--- src/rtl/lhp_pkg.sv ---
package lhp_pkg;

  typedef enum logic [1:0] {
    STEP_HOLD = 2'b00,
    STEP_UP   = 2'b01,
    STEP_DOWN = 2'b10,
    STEP_NET  = 2'b11
  } step_kind_e;

endpackage

--- src/rtl/lhp_step_dec.sv ---
module lhp_step_dec
  import lhp_pkg::*;
#(
  parameter int HIT_STEP  = 1,
  parameter int MISS_STEP = 2,
  parameter int DW        = 6
) (
  input  logic                 hit_i,
  input  logic                 miss_i,
  output step_kind_e           kind_o,
  output logic signed [DW-1:0] delta_o
);

  localparam logic signed [DW-1:0] UP_D   = DW'(HIT_STEP);
  localparam logic signed [DW-1:0] DOWN_D = -DW'(MISS_STEP);
  localparam logic signed [DW-1:0] NET_D  = DW'(HIT_STEP - MISS_STEP);

  always_comb begin
    kind_o = step_kind_e'({miss_i, hit_i});
    unique case (kind_o)
      STEP_UP:   delta_o = UP_D;
      STEP_DOWN: delta_o = DOWN_D;
      STEP_NET:  delta_o = NET_D;
      default:   delta_o = '0;
    endcase
  end

endmodule

--- src/rtl/lhp_sat_cnt.sv ---
module lhp_sat_cnt #(
  parameter int CNT_W     = 4,
  parameter int DW        = 6,
  parameter int RESET_VAL = 8
) (
  input  logic                 clk,
  input  logic                 rst,
  input  logic signed [DW-1:0] delta_i,
  output logic [CNT_W-1:0]     count_q,
  output logic [CNT_W-1:0]     count_d
);

  localparam logic [CNT_W-1:0]     MAX_V = {CNT_W{1'b1}};
  localparam logic [CNT_W-1:0]     RST_V = CNT_W'(RESET_VAL);
  localparam logic signed [DW-1:0] MAX_S = $signed({{(DW-CNT_W){1'b0}}, MAX_V});

  logic signed [DW-1:0] sum;

  always_comb begin
    sum = $signed({{(DW-CNT_W){1'b0}}, count_q}) + delta_i;
    if (sum < 0)
      count_d = '0;
    else if (sum > MAX_S)
      count_d = MAX_V;
    else
      count_d = sum[CNT_W-1:0];
  end

  always_ff @(posedge clk) begin
    if (rst) count_q <= RST_V;
    else     count_q <= count_d;
  end

endmodule

--- src/rtl/lhp_out_reg.sv ---
module lhp_out_reg #(
  parameter int CNT_W     = 4,
  parameter int RESET_VAL = 8
) (
  input  logic             clk,
  input  logic             rst,
  input  logic             force_miss_i,
  input  logic [CNT_W-1:0] count_d,
  output logic             predict_q
);

  localparam logic [CNT_W-1:0] RST_V = CNT_W'(RESET_VAL);

  always_ff @(posedge clk) begin
    if (rst) predict_q <= RST_V[CNT_W-1];
    else     predict_q <= !force_miss_i && count_d[CNT_W-1];
  end

endmodule

--- src/rtl/lhp_predictor.sv ---
module lhp_predictor
  import lhp_pkg::*;
#(
  parameter int CNT_W     = 4,
  parameter int HIT_STEP  = 1,
  parameter int MISS_STEP = 2,
  parameter int RESET_VAL = 8
) (
  input  logic clk,
  input  logic rst,
  input  logic force_miss_i,
  input  logic hit_i,
  input  logic miss_i,
  output logic predict_hit_o
);

  localparam int DW = CNT_W + 2;

  step_kind_e           step_kind;
  logic signed [DW-1:0] step_delta;
  logic [CNT_W-1:0]     count_q;
  logic [CNT_W-1:0]     count_d;

  lhp_step_dec #(
    .HIT_STEP (HIT_STEP),
    .MISS_STEP(MISS_STEP),
    .DW       (DW)
  ) u_dec (
    .hit_i  (hit_i),
    .miss_i (miss_i),
    .kind_o (step_kind),
    .delta_o(step_delta)
  );

  lhp_sat_cnt #(
    .CNT_W    (CNT_W),
    .DW       (DW),
    .RESET_VAL(RESET_VAL)
  ) u_cnt (
    .clk    (clk),
    .rst    (rst),
    .delta_i(step_delta),
    .count_q(count_q),
    .count_d(count_d)
  );

  lhp_out_reg #(
    .CNT_W    (CNT_W),
    .RESET_VAL(RESET_VAL)
  ) u_out (
    .clk         (clk),
    .rst         (rst),
    .force_miss_i(force_miss_i),
    .count_d     (count_d),
    .predict_q   (predict_hit_o)
  );

endmodule

--- config.mk ---
export PLATFORM = sky130hd
export DESIGN_NAME = lhp_predictor
export DESIGN_NICKNAME = d
export VERILOG_FILES = /design/src/rtl/lhp_pkg.sv /design/src/rtl/lhp_step_dec.sv /design/src/rtl/lhp_sat_cnt.sv /design/src/rtl/lhp_out_reg.sv /design/src/rtl/lhp_predictor.sv
export SDC_FILE = /design/constraint.sdc
export NUM_CORES = 1
export LEC_CHECK = 0
export BUFFER_PORTS_ARGS = -buffer_cell sky130_fd_sc_hd__buf_2
export CORE_AREA = 2 2 39 41
export CTS_CLUSTER_SIZE = 24
export DETAILED_ROUTE_END_ITERATION = 10
export DIE_AREA = 0 0 41 43
export GPL_TIMING_DRIVEN = 0
export SLEW_MARGIN = 0
export SYNTH_ARGS = -nofsm -noshare
export SYNTH_HDL_FRONTEND = slang
export SYNTH_SLANG_ARGS = --single-unit
--- constraint.sdc ---
create_clock -name clk -period 1.5 [get_ports clk]
set_input_delay 0.15 -clock clk [delete_from_list [all_inputs] [get_ports clk]]
set_output_delay 0.15 -clock clk [all_outputs]
set_load 0.01 [all_outputs]
# Word-level counts from Yosys, hierarchy flattened
# Cells that the tools add are included.
op_classes:
  muxes: 3
  eq_ne: 3
  reduce_logical: 3
  addsub: 1
  n_lt_le_gt_ge: 2
op_table:
  columns: ["cell", "count"]
  rows:
  - ["6-bit case mux with 3 select lines", 1]
  - ["4-bit 2-to-1 mux", 2]
  - ["5-bit by 6-bit adder with 6-bit output", 1]
  - ["6-bit by 5-bit greater-than comparator with 1-bit output, second input constant", 1]
  - ["6-bit by 1-bit < comparator with 1-bit output, second input constant", 1]
  - ["2-bit equality test, second input constant", 2]
  - ["2-bit by 1-bit equality test with 1-bit output, second input constant", 1]
  - ["2-bit OR reduction", 1]
  - ["1-bit logical AND", 1]
  - ["1-bit zero test", 1]
word_totals:
  reg_bits: 5
  input_bits: 5

# Depth between registers and ports, before layout
# Gate-level depths: netlist of the first run.
depth:
  word_depth: 7
  depth_mapped: 7
  depth_no_buf: 6

# Modules after synthesis
# A second synthesis of the first run with hierarchy kept.
hier_totals:
  cells_unflattened: 45
  area_unflattened_um2: 400.4
by_module_without_submodules:
  columns: ["mod", "cells_each", "area_each_um2", "seq_area_each_um2", "n_inst"]
  rows:
  - ["lhp_sat_cnt", 34, 316.6, 80.1, 1]
  - ["lhp_step_dec", 8, 52.6, 0.0, 1]
  - ["lhp_out_reg", 3, 31.3, 20.0, 1]

# Least setup slack after synthesis of the first run
# OpenSTA, ideal clock, no wires.
synth_path:
  path_kind: "reg2reg"
  start: "register u_cnt.count_q[0]"
  end: "register u_out.predict_q"
  setup_time_ns: 0.068
  stages_incl_launch_ff: 7
  synth_period_minus_slack_ns: 1.424
  slack_ns: 0.076
  arrival_ns: 1.356
  t_required_ns: 1.432
  path_buffers: 0
  cell_sequence: "dfxtp_1 ha_1 ha_1 nor4bb_1 a211o_1 nand3_2 o21bai_2"
synth_between:
  elab_chain_len: 5
  elab_cells_between_ends: 6
  cone_classes: "1 x add/sub; 2 x order compare; 2 x mux; 1 x reduce/logical"
synth_rtl:
  columns: ["element", "line", "rtl"]
  rows:
  - ["from (decl)", "lhp_sat_cnt.sv:9", "output logic [CNT_W-1:0] count_q,"]
  - ["from (signal assigned)", "lhp_sat_cnt.sv:31", "else count_q <= count_d;"]
  - ["5-bit by 6-bit adder with 6-bit output *", "lhp_sat_cnt.sv:20", "sum = $signed({{(DW-CNT_W){1'b0}}, count_q}) + delta_i;"]
  - ["6-bit by 5-bit greater-than comparator with 1-bit output", "lhp_sat_cnt.sv:23", "else if (sum > MAX_S)"]
  - ["4-bit 2-to-1 mux", "lhp_sat_cnt.sv:23", null]
  - ["4-bit 2-to-1 mux *", "lhp_sat_cnt.sv:21", "if (sum < 0)"]
  - ["1-bit logical AND *", "lhp_out_reg.sv:16", "else predict_q <= !force_miss_i && count_d[CNT_W-1];"]
  - ["to (signal assigned)", "lhp_out_reg.sv:15", "if (rst) predict_q <= RST_V[CNT_W-1];"]
  - ["to (signal assigned)", "lhp_out_reg.sv:16", null]
  - ["to (decl)", "lhp_out_reg.sv:9", "output logic predict_q"]
# Mark *: on every way between the ends. The rest lies on a longest branch, timed or not.
# A chain may end at the register's enable or synchronous reset.

# Final worst setup path of the first run
layout_path:
  start: "register u_cnt.count_q[1]"
  end: "register u_cnt.count_q[2]"
layout_between:
  elab_chain_len: 3
  elab_cells_between_ends: 5
  cone_classes: "1 x add/sub; 2 x order compare; 1 x mux; 1 x reduce/logical"
layout_rtl:
  columns: ["element", "line"]
  rows:
  - ["5-bit by 6-bit adder with 6-bit output *", "lhp_sat_cnt.sv:20"]
  - ["6-bit by 5-bit greater-than comparator with 1-bit output / 6-bit by 1-bit < comparator with 1-bit output (equally long branches)", "lhp_sat_cnt.sv:23, lhp_sat_cnt.sv:21"]
  - ["4-bit 2-to-1 mux / 2-bit OR reduction (equally long branches)", null]
# Marks and branches as above.

==> impl_results.md, run 1 <==
* Status: finished, final reports clean
* Hold path cells at 2
* Post-synth top area share at 0.317
* Post-synthesis average cell area at roughly 10 um2
* Critical path fanouts, max at 6
* Fill count at roughly 150
* Synth cell types at 21
* Max Clk Rate at around 0.71 GHz
* Slew headroom at 0.796
* Max cap viols at 0
* Worst Tran Pin Value at 305 ps
* Placed Instance Area at 355 um2
* Fin crit share at 0.945
* CTS root buf: clkbuf_4
* Worst hold path type: primary input to register
* I/O pins at 6
* Final Instance Area at 415 um2
* Setup TNS Final at 0 ps
* Clock sinks at 5
* Layout cells sized above 1 at 0.385
* Post-layout util at 0.300
* PortBufs at 4
* Num CTS Buffers at 3
* Largest cells by area after synthesis: dfxtp_1, ha_1, o21a_1
* Reg clk slew, reported paths at approximately 40 ps
* Design Power at around 600 uW
* Most frequent CP cell: xor2_1
* Worst skew pair latency at between 200 and 250 ps
* Layout area overhead at 31.7%
* Nets at 47
* Synth Net Count at 38
* Critical path depth at 5
* Diode count at 0
* Most frequent cells in the layout: buf_2, dfxtp_1, o21a_1, clkbuf_4
* Hpwl dp at ~370 um
* Flops & latches, synth at 5
* Grt ovf at 0
* Die X at about 40 um
* Mapped cell area at roughly 320 um2
* Hold WS at ~100 ps
* Die Area at approximately 1800 um2
* Yosys warnings at 0
* Vias/cell at roughly 4.6
* Placeable Area at between 1000 and 1500 um2
* Worst setup SP type: register
* CP Cell Sequence: xor2_1 -> ha_4 -> mux2i_1 -> xor2_1 -> o21a_1
* Worst Clk Skew at approximately 2.5 ps
* Delay of the slowest cell on the worst path at approximately 360 ps
* Rows at 14
* Vias at 255
* CP Capture Type: register
* Worst r2r path cells at 5
* TritonCTS clock tree: done
* Longest Clk Path Bufs at 2
* Predominant post-synthesis flop cell: dfxtp_1
* Kind of critical path: register to register
* Initial antenna violation count at 0
* DRC Markers at 0
* Worst path arrival time at 1550 ps
* Fin crit period at 1420 ps
* Slowest cell on crit path: dfxtp_2
* Largest net degree at the start of global routing at 9
* Count of pins over their slew limit at 0
* Lkg Pwr at roughly 0.17 nW
* Post-CTS setup buffer count at 0
* Hold Violations, Final at 0
* Worst vdd ir at between 0.5 and 0.6 mV
* PwrDens at about 1400 nW/um2
* Asr flop ratio synth at 0
* Die Ht at around 43 um
* Vias in the first global route at 234
* Final setup fails at 0
* Gr usage total at 0.0752
* WL per Instance at 10.1 um
* TritonRoute pass-1 iters at 3
* First-pass GRT wire length at 903 um
* Required time worst endpoint at 1630 ps
* Initial DRC count at 6
* Total wire length at between 500 and 600 um
* RePlAce Congestion at 0.718
* Syn Inst Count at 31
* Cts hold-fix bufs at 0
* Delay-heaviest family, CP: flip-flops
* Post-synth EDFFs at 0
* Antenna-violating nets left at 0
* Synth area leader: dfxtp_1
* Starting Density at 0.228
* RSZ-0062 raised after global routing: false
* H-tree depth at 1
* Buf+Inv Stages, Crit Path at 0
* Seq/Total Area, Yosys at 0.317
## logic make-up (layout without fill, tap and decap cells)
group / count (synthesis) / after routing / synth area share
AO/OA/AOI/OAI: 8 / 8 / 0.238
XOR/XNOR: 2 / 2 / 0.0556
adder cells (fa/ha/maj): 2 / 2 / 0.0794
buffers and inverters: 2 / 10 / 0.0476
flip-flops: 5 / 5 / 0.317
multiplexers: 1 / 1 / 0.0317
AND/OR/NAND/NOR: 11 / 11 / 0.230
## metal layers
layer  vias up  global-route usage  part of all wire  wire length (um)
li1        132                   -                 -                 -
met1       119               0.109              0.40               224
met2         4              0.0875              0.55               302
met3         0             0.00524             0.049                27
met4         0              0.0800                 0                 0
met5         -                   0                 0                 0
## registers in the layout (all words and copies together) (netlist names)
signal / cells
u_out.predict_q: 1
u_cnt.count_q: 4
## layout make-up
class	count	area, um2	share of cell area
Sequential cell	5	101	0.244
Clock buffer	4	26.3	0.0633
Tap cell	16	20.0	0.0482
Buffer	2	15.0	0.0361
Multi-Input combinational cell	24	233	0.560
Timing Repair Buffer	4	20.0	0.0482
## what timing repair did
item / CTS / global route
gates resized for setup: 2 / 4
cloned: 0 / 0
setup endpoints to repair: 5 / 5
pin swaps: 1 / 1
## per-stage QoR
step | setup slack [ps] | std cells
6_report | 81.8 | 55
5_1_grt | 22.8 | 55
4_1_cts | 7.09 | 55
3_5_place_dp | -54.6 | 51
3_3_place_gp | -56.5 | 51
2_1_floorplan | 75.7 | 31
## Yosys cell counts, drive strengths merged, types with 2 or more instances
cell type	instances
xor2	2
dfxtp	5
ha	2
nand2b	2
o21a	3
nor2	2
## report_power, final
| part | switching (mW) | internal [mW] | total [mW] |
|---|---|---|---|
| combinational | 0.113 | 0.121 | 0.234 |
| sequential | 0.0369 | 0.174 | 0.211 |
| clock | 0.0524 | 0.100 | 0.153 |
## path summary, 6_finish.rpt
path                                                   from  slack, ps                          end
worst max-delay path            u_cnt.count_q[1]$_SDFF_PP0_         80  u_cnt.count_q[2]$_SDFF_PP0_
worst min register to register  u_cnt.count_q[0]$_SDFF_PP0_        600  u_cnt.count_q[0]$_SDFF_PP0_
worst max register to register  u_cnt.count_q[1]$_SDFF_PP0_         80  u_cnt.count_q[2]$_SDFF_PP0_
worst min-delay path                           force_miss_i        100   u_out.predict_q$_SDFF_PP1_
Note: power is estimated with default switching activity, not from simulation.
==> run 2, diff against run 1 <==
ABC_AREA = 1   (was default)
HOLD_SLACK_MARGIN = 0.1   (was default)
==> run 2 against run 1 <==
- hold slack improved by 23 ps
- critical path depth rose by 7
- clock power decreased by 3%
- total power is 2.8% lower
- combinational power grew 2%
- global-route usage is 1.6 points higher
- die area stayed put
- register-to-register slack improved by 40 ps
- routed wire length decreased by 3.6%
- highest routed layer unchanged
==> impl_results.md, run 2 <==
* Status: finished, final reports clean
* CP Capture Type: register
* Worst Tran Pin Value at between 300 and 400 ps
* Predominant post-synthesis flop cell: dfxtp_1
* TritonCTS clock tree: done
* Grt ovf at 0
* Max cap viols at 0
* Yosys warnings at 0
* Hold Violations, Final at 0
* Max Clk Rate at approximately 0.73 GHz
* Fin crit period at 1370 ps
* Worst path arrival time at approximately 1500 ps
* Asr flop ratio synth at 0
* Largest cells by area after synthesis: dfxtp_1, nand2_1, nand2_2
* PwrDens at ~1300 nW/um2
* Setup TNS Final at 0 ps
* Largest net degree at the start of global routing at 7
* Synth cell types at 15
* Mapped cell area at about 340 um2
* Die Area at between 1500 and 2000 um2
* Layout cells sized above 1 at 0.397
* Reg clk slew, reported paths at about 40 ps
* Vias/cell at 4.04
* Diode count at 0
* RePlAce Congestion at between 0.7 and 0.8
* Longest Clk Path Bufs at 2
* Placeable Area at 1380 um2
* Worst setup SP type: register
* Critical path fanouts, max at 3
* CTS root buf: clkbuf_4
* WL per Instance at approximately 7 um
* Largest register by flop count: u_cnt.count_q
* PortBufs at 4
* Critical path endpoint: u_out.predict_q$_SDFF_PP1_
* Final setup fails at 0
* Fill count at 151
* Starting Density at 0.249
* Place WS at ~60 ps
* Lkg Pwr at ~0.22 nW
* Most common cell after layout, fill and taps aside: nand2_1
* Clock sinks at 5
* Commonest cells in the synthesized netlist: nand2_1, inv_1, nor2_1
* Required time worst endpoint at 1620 ps
* Worst r2r path cells at 12
* Slew headroom at 0.748
* Crit Reg-Reg Startpoint: u_cnt.count_q[1]$_SDFF_PP0_
* Rows at 14
* Max reg flops at 4
* Largest regs: u_cnt.count_q x4, u_out.predict_q x1
* Initial DRC count at 0
* Critical path origin: u_cnt.count_q[1]$_SDFF_PP0_
* Antenna-violating nets left at 0
* Nets at 66
* TritonRoute pass-1 iters at 1
* Fin crit share at 0.916
* I/O pins at 6
* First-pass GRT wire length at 1080 um
* Die X at between 40 and 50 um
* Post-synth EDFFs at 0
* Die Ht at approximately 43 um
* Hpwl dp at around 460 um
* Layout area overhead at 25.5%
* Synth Net Count at 56
* Worst Clk Skew at 3.59 ps
* Total wire length at 534 um
* Vias at roughly 300
* Initial antenna violation count at 0
* Post-synthesis average cell area at between 7 and 8 um2
* Worst skew pair latency at approximately 230 ps
* Gr usage total at 0.0915
* Flops & latches, synth at 5
* Final worst setup slack at roughly 130 ps
* Worst vdd ir at 0.611 mV
* Post-synth top area share at 0.291
* FF-to-FF End: u_out.predict_q$_SDFF_PP1_
* DRC Markers at 0
* Cts hold-fix bufs at 0
* R2R Setup Slk at 130 ps
* Num CTS Buffers at 3
* Kind of critical path: register to register
* Syn Inst Count at a little under 50
* Most common cell in the synthesized netlist: nand2_1
* H-tree depth at 1
* Seq/Total Area, Yosys at 0.291
* Worst hold path type: primary input to register
* Synth area leader: dfxtp_1
* RSZ-0062 raised after global routing: false
* Most frequent cells in the layout: nand2_1, inv_1, nand2_2, nor2_1
* Vias in the first global route at between 200 and 300
* Count of pins over their slew limit at 0
-- run 2: cell types whose count changed after synthesis, sizes merged, moves of 2 or more --
cell    before  now
inv          0    8
o21a         3    0
nand2b       2    0
nand3        1    5
xor2         2    0
nor2         2    9
nand2        1   15
o21ai        0    2
-- run 2: how the worst min path moves through the flow --
stage | from | end | slack, ps | cells after the start
3_3_place_gp | rst | u_out.predict_q$_SDFF_PP1_ | 360 | 3
6_report | rst | u_out.predict_q$_SDFF_PP1_ | 130 | 3
4_1_cts | rst | u_out.predict_q$_SDFF_PP1_ | 130 | 3
5_1_grt | rst | u_cnt.count_q[3]$_SDFF_PP1_ | 140 | 3
3_5_place_dp | rst | u_out.predict_q$_SDFF_PP1_ | 370 | 3
2_1_floorplan | rst | u_cnt.count_q[3]$_SDFF_PP1_ | 270 | 2
-- run 2: logic make-up after synthesis --
| logic type | after synthesis | share of synthesized area |
|---|---|---|
| buffers and inverters | 9 | 0.0982 |
| xor gates and xnor gates | 1 | 0.0255 |
| adders and majority gates | 2 | 0.0727 |
| AOI/OAI and AO/OA | 3 | 0.0545 |
| and+or+nand+nor | 29 | 0.458 |
| DFF | 5 | 0.291 |
-- run 2: area by class of cell --
class	count	area, um2	area share
plain buffers	1	3.75	0.00870
clock buffers	4	26.3	0.0609
flip-flops and latches	5	101	0.235
multi-input cells	35	223	0.516
inverters	8	30.0	0.0696
repair buffers	5	27.5	0.0638
well taps	16	20.0	0.0464
-- run 2: metal layers --
| layer | up-vias | wire length [um] | global-route usage |
|---|---|---|---|
| li1 | 166 | - | - |
| met1 | 126 | 254 | 0.120 |
| met2 | 7 | 258 | 0.122 |
| met3 | 0 | 21 | 0.0314 |
| met4 | 0 | 0 | 0.0600 |
| met5 | - | 0 | 0 |
-- run 2: worst max-delay path, cell delays in order (launching register included) --
cell and delay [ps]:
dfxtp_2 340, nand2_1 80, inv_1 100, nor2_4 40, ha_1 170, inv_1 60
nand2_2 80, nand3_2 90, o21ai_4 70, nand2_2 80, nand2_2 60, nand3_1 60
nand2_1 50
-- run 2: what timing repair did --
item / in CTS / in global routing
setup endpoints to repair: 0 / 4
buffers inserted: 0 / 1
gates resized for setup: 0 / 4
-- run 2: metrics by stage --
| stage | instances | instance area, um2 | hold WS (ps) | util | total power [mW] |
|---|---|---|---|---|---|
| floorplan | 49 | 344 | 265 | - | 0.376 |
| global route | 74 | 432 | 141 | 0.312 | 0.646 |
| detailed placement | 69 | 384 | 370 | 0.278 | 0.414 |
| global placement | 69 | 384 | 363 | 0.278 | 0.410 |
| CTS | 73 | 410 | 128 | 0.297 | 0.567 |
| finish | 74 | 432 | 128 | 0.312 | 0.581 |
-- run 2: power by group --
| group | internal, mW | total [mW] | switching (mW) |
|---|---|---|---|
| logic | 0.100 | 0.239 | 0.139 |
| registers | 0.170 | 0.194 | 0.0235 |
| clock network | 0.100 | 0.148 | 0.0479 |
==> run 3, diff against run 2 <==
CELL_PAD_IN_SITES_DETAIL_PLACEMENT = 1   (was default)
CELL_PAD_IN_SITES_GLOBAL_PLACEMENT = 1   (was default)
PLACE_DENSITY_LB_ADDON = 0.1   (was default)
==> run 3 against run 2 <==
- global-route usage up 2.5 points
- clock-buffer cell count unchanged
- clock power up 3%
- routed wire length up 34%
- flip-flop and latch count unchanged
- critical endpoint unchanged
==> impl_results.md, run 3 (synthesis results as in run 2) <==
* Status: finished, final reports clean
* Max Clk Rate at around 0.72 GHz
* RePlAce Congestion at roughly 0.64
* Switching share of power at 0.383
* Die Ht at about 43 um
* Worst setup SP type: register
* Non-Filler Instances at between 70 and 80
* Clock sinks at 5
* Layout area overhead at 25.5%
* Worst vdd ir at ~0.45 mV
* Max reg flops at 4
* Hold path cells at 3
* Final worst setup slack at a little over 100 ps
* Initial DRC count at 1
* Post-layout util at 0.312
* Largest net degree at the start of global routing at 7
* Vias at between 300 and 400
* CP Cell Sequence: ha_1 -> ha_1 -> inv_1 -> nand2_4 -> nand3_2 -> o21ai_4 -> nand2_2 -> nand2_2 -> nand3_1 -> nand2_1
* Initial antenna violation count at 0
* Gr usage total at 0.117
* Clock network power share at 0.258
* Die X at approximately 41 um
* PwrDens at around 1400 nW/um2
* Layout cells sized above 1 at 0.421
* Place WS at 9.47 ps
* I/O pins at 6
* Num CTS Buffers at 3
* Diode count at 0
* Die Area at 1760 um2
* Lkg Pwr at between 0.2 and 0.25 nW
* Required time worst endpoint at ~1600 ps
* Count of pins over their slew limit at 0
* Post-CTS setup buffer count at 0
* Hpwl dp at between 600 and 700 um
* Reg power frac at 0.331
* Slew headroom at 0.747
* Worst skew pair latency at around 240 ps
* Slowest cell on crit path: dfxtp_1
* Placeable Area at around 1400 um2
* Rows at 14
* CP Capture Type: register
* Worst path arrival time at 1530 ps
* NetSw at around 230 uW
* Critical path fanouts, max at 3
* Hold WS at approximately 130 ps
* Worst Tran Pin Value at 376 ps
* Grt ovf at 0
* PortBufs at 4
* TritonCTS clock tree: done
* Fin crit share at 0.932
* Hold Violations, Final at 0
* Reg clk slew, reported paths at roughly 40 ps
* First-pass GRT wire length at roughly 1300 um
* RSZ-0062 raised after global routing: false
* Antenna-violating nets left at 0
* Largest register by flop count: u_cnt.count_q
* Most frequent cells in the layout: nand2_1, nand2_2, inv_1, nor2_1
* Max cap viols at 0
* Worst hold path type: primary input to register
* DRC Markers at 0
* Setup TNS Final at 0 ps
* Final setup fails at 0
* Vias in the first global route at about 350
* Fin crit period at 1400 ps
* Cts hold-fix bufs at 0
* Worst Clk Skew at ~1.5 ps
* H-tree depth at 1
* Nets at 65
* Starting Density at 0.249
* Internal power at around 370 uW
* Longest Clk Path Bufs at 2
* Kind of critical path: register to register
* Placed Cells at just under 70
* Worst r2r path cells at 10
* Largest regs: u_cnt.count_q x4, u_out.predict_q x1
* WL per Instance at between 9 and 10 um
* Most common cell after layout, fill and taps aside: nand2_1
* CTS root buf: clkbuf_4
* Logic pwr share at 0.411
* TritonRoute pass-1 iters at 2
* Vias/cell at between 4 and 5
* Total wire length at about 700 um
* Fill count at ~190
* Delay of the slowest cell on the worst path at around 290 ps
## run 3: cell count changes in the layout (fill, tap and decap cells not counted)
cell	delta
buf_4	-1
inv_1	-1
inv_2	+1
nand2_1	-1
nand2_4	+1
## run 3: power by group through the flow
stage / logic (mW) / registers [mW] / clock network [mW]
finish: 0.244 / 0.196 / 0.153
global route: 0.276 / 0.204 / 0.174
CTS: 0.234 / 0.193 / 0.161
detailed placement: 0.231 / 0.196 / 0
global placement: 0.220 / 0.194 / 0
floorplan: 0.183 / 0.192 / 0
## run 3: critical path, delay by kind of cell (launching register included)
family / cells / cell delay (ps)
compound gates: 1 / 70
fa+ha+maj: 2 / 420
buf+inv: 1 / 90
flops: 1 / 290
simple gates: 6 / 420
## run 3: what timing repair did
action	4_1_cts	5_1_grt
resized for setup	0	7
pin swaps	1	2
endpoints found under the setup margin	1	4
## run 3: per-stage QoR
step	total power, mW	area (um2)
2_1_floorplan	0.376	344
3_3_place_gp	0.414	384
3_5_place_dp	0.427	384
4_1_cts	0.587	410
5_1_grt	0.654	432
6_report	0.594	432
## run 3: final cells by class
class                           count  area, um2  area share
Sequential cell                     5        101       0.235
Clock buffer                        4       26.3      0.0609
Timing Repair Buffer                4       20.0      0.0464
Buffer                              1       3.75     0.00870
Inverter                            8       30.0      0.0696
Tap cell                           16       20.0      0.0464
Multi-Input combinational cell     35        230       0.533
## run 3: path summary, 6_finish.rpt
kind	start	to	slack (ps)
hold reg to reg	u_cnt.count_q[0]$_SDFF_PP0_	u_cnt.count_q[0]$_SDFF_PP0_	580
setup / recovery	u_cnt.count_q[0]$_SDFF_PP0_	u_out.predict_q$_SDFF_PP1_	100
setup reg to reg	u_cnt.count_q[0]$_SDFF_PP0_	u_out.predict_q$_SDFF_PP1_	100
hold / removal	rst	u_cnt.count_q[3]$_SDFF_PP1_	130
## run 3: layer usage
metal | vias up | part of all wire | GRT usage
met4 | 0 | 0.017 | 0.0800
met2 | 6 | 0.59 | 0.209
li1 | 164 | - | -
met3 | 2 | 0.026 | 0.0157
met1 | 144 | 0.37 | 0.110
met5 | - | 0 | 0
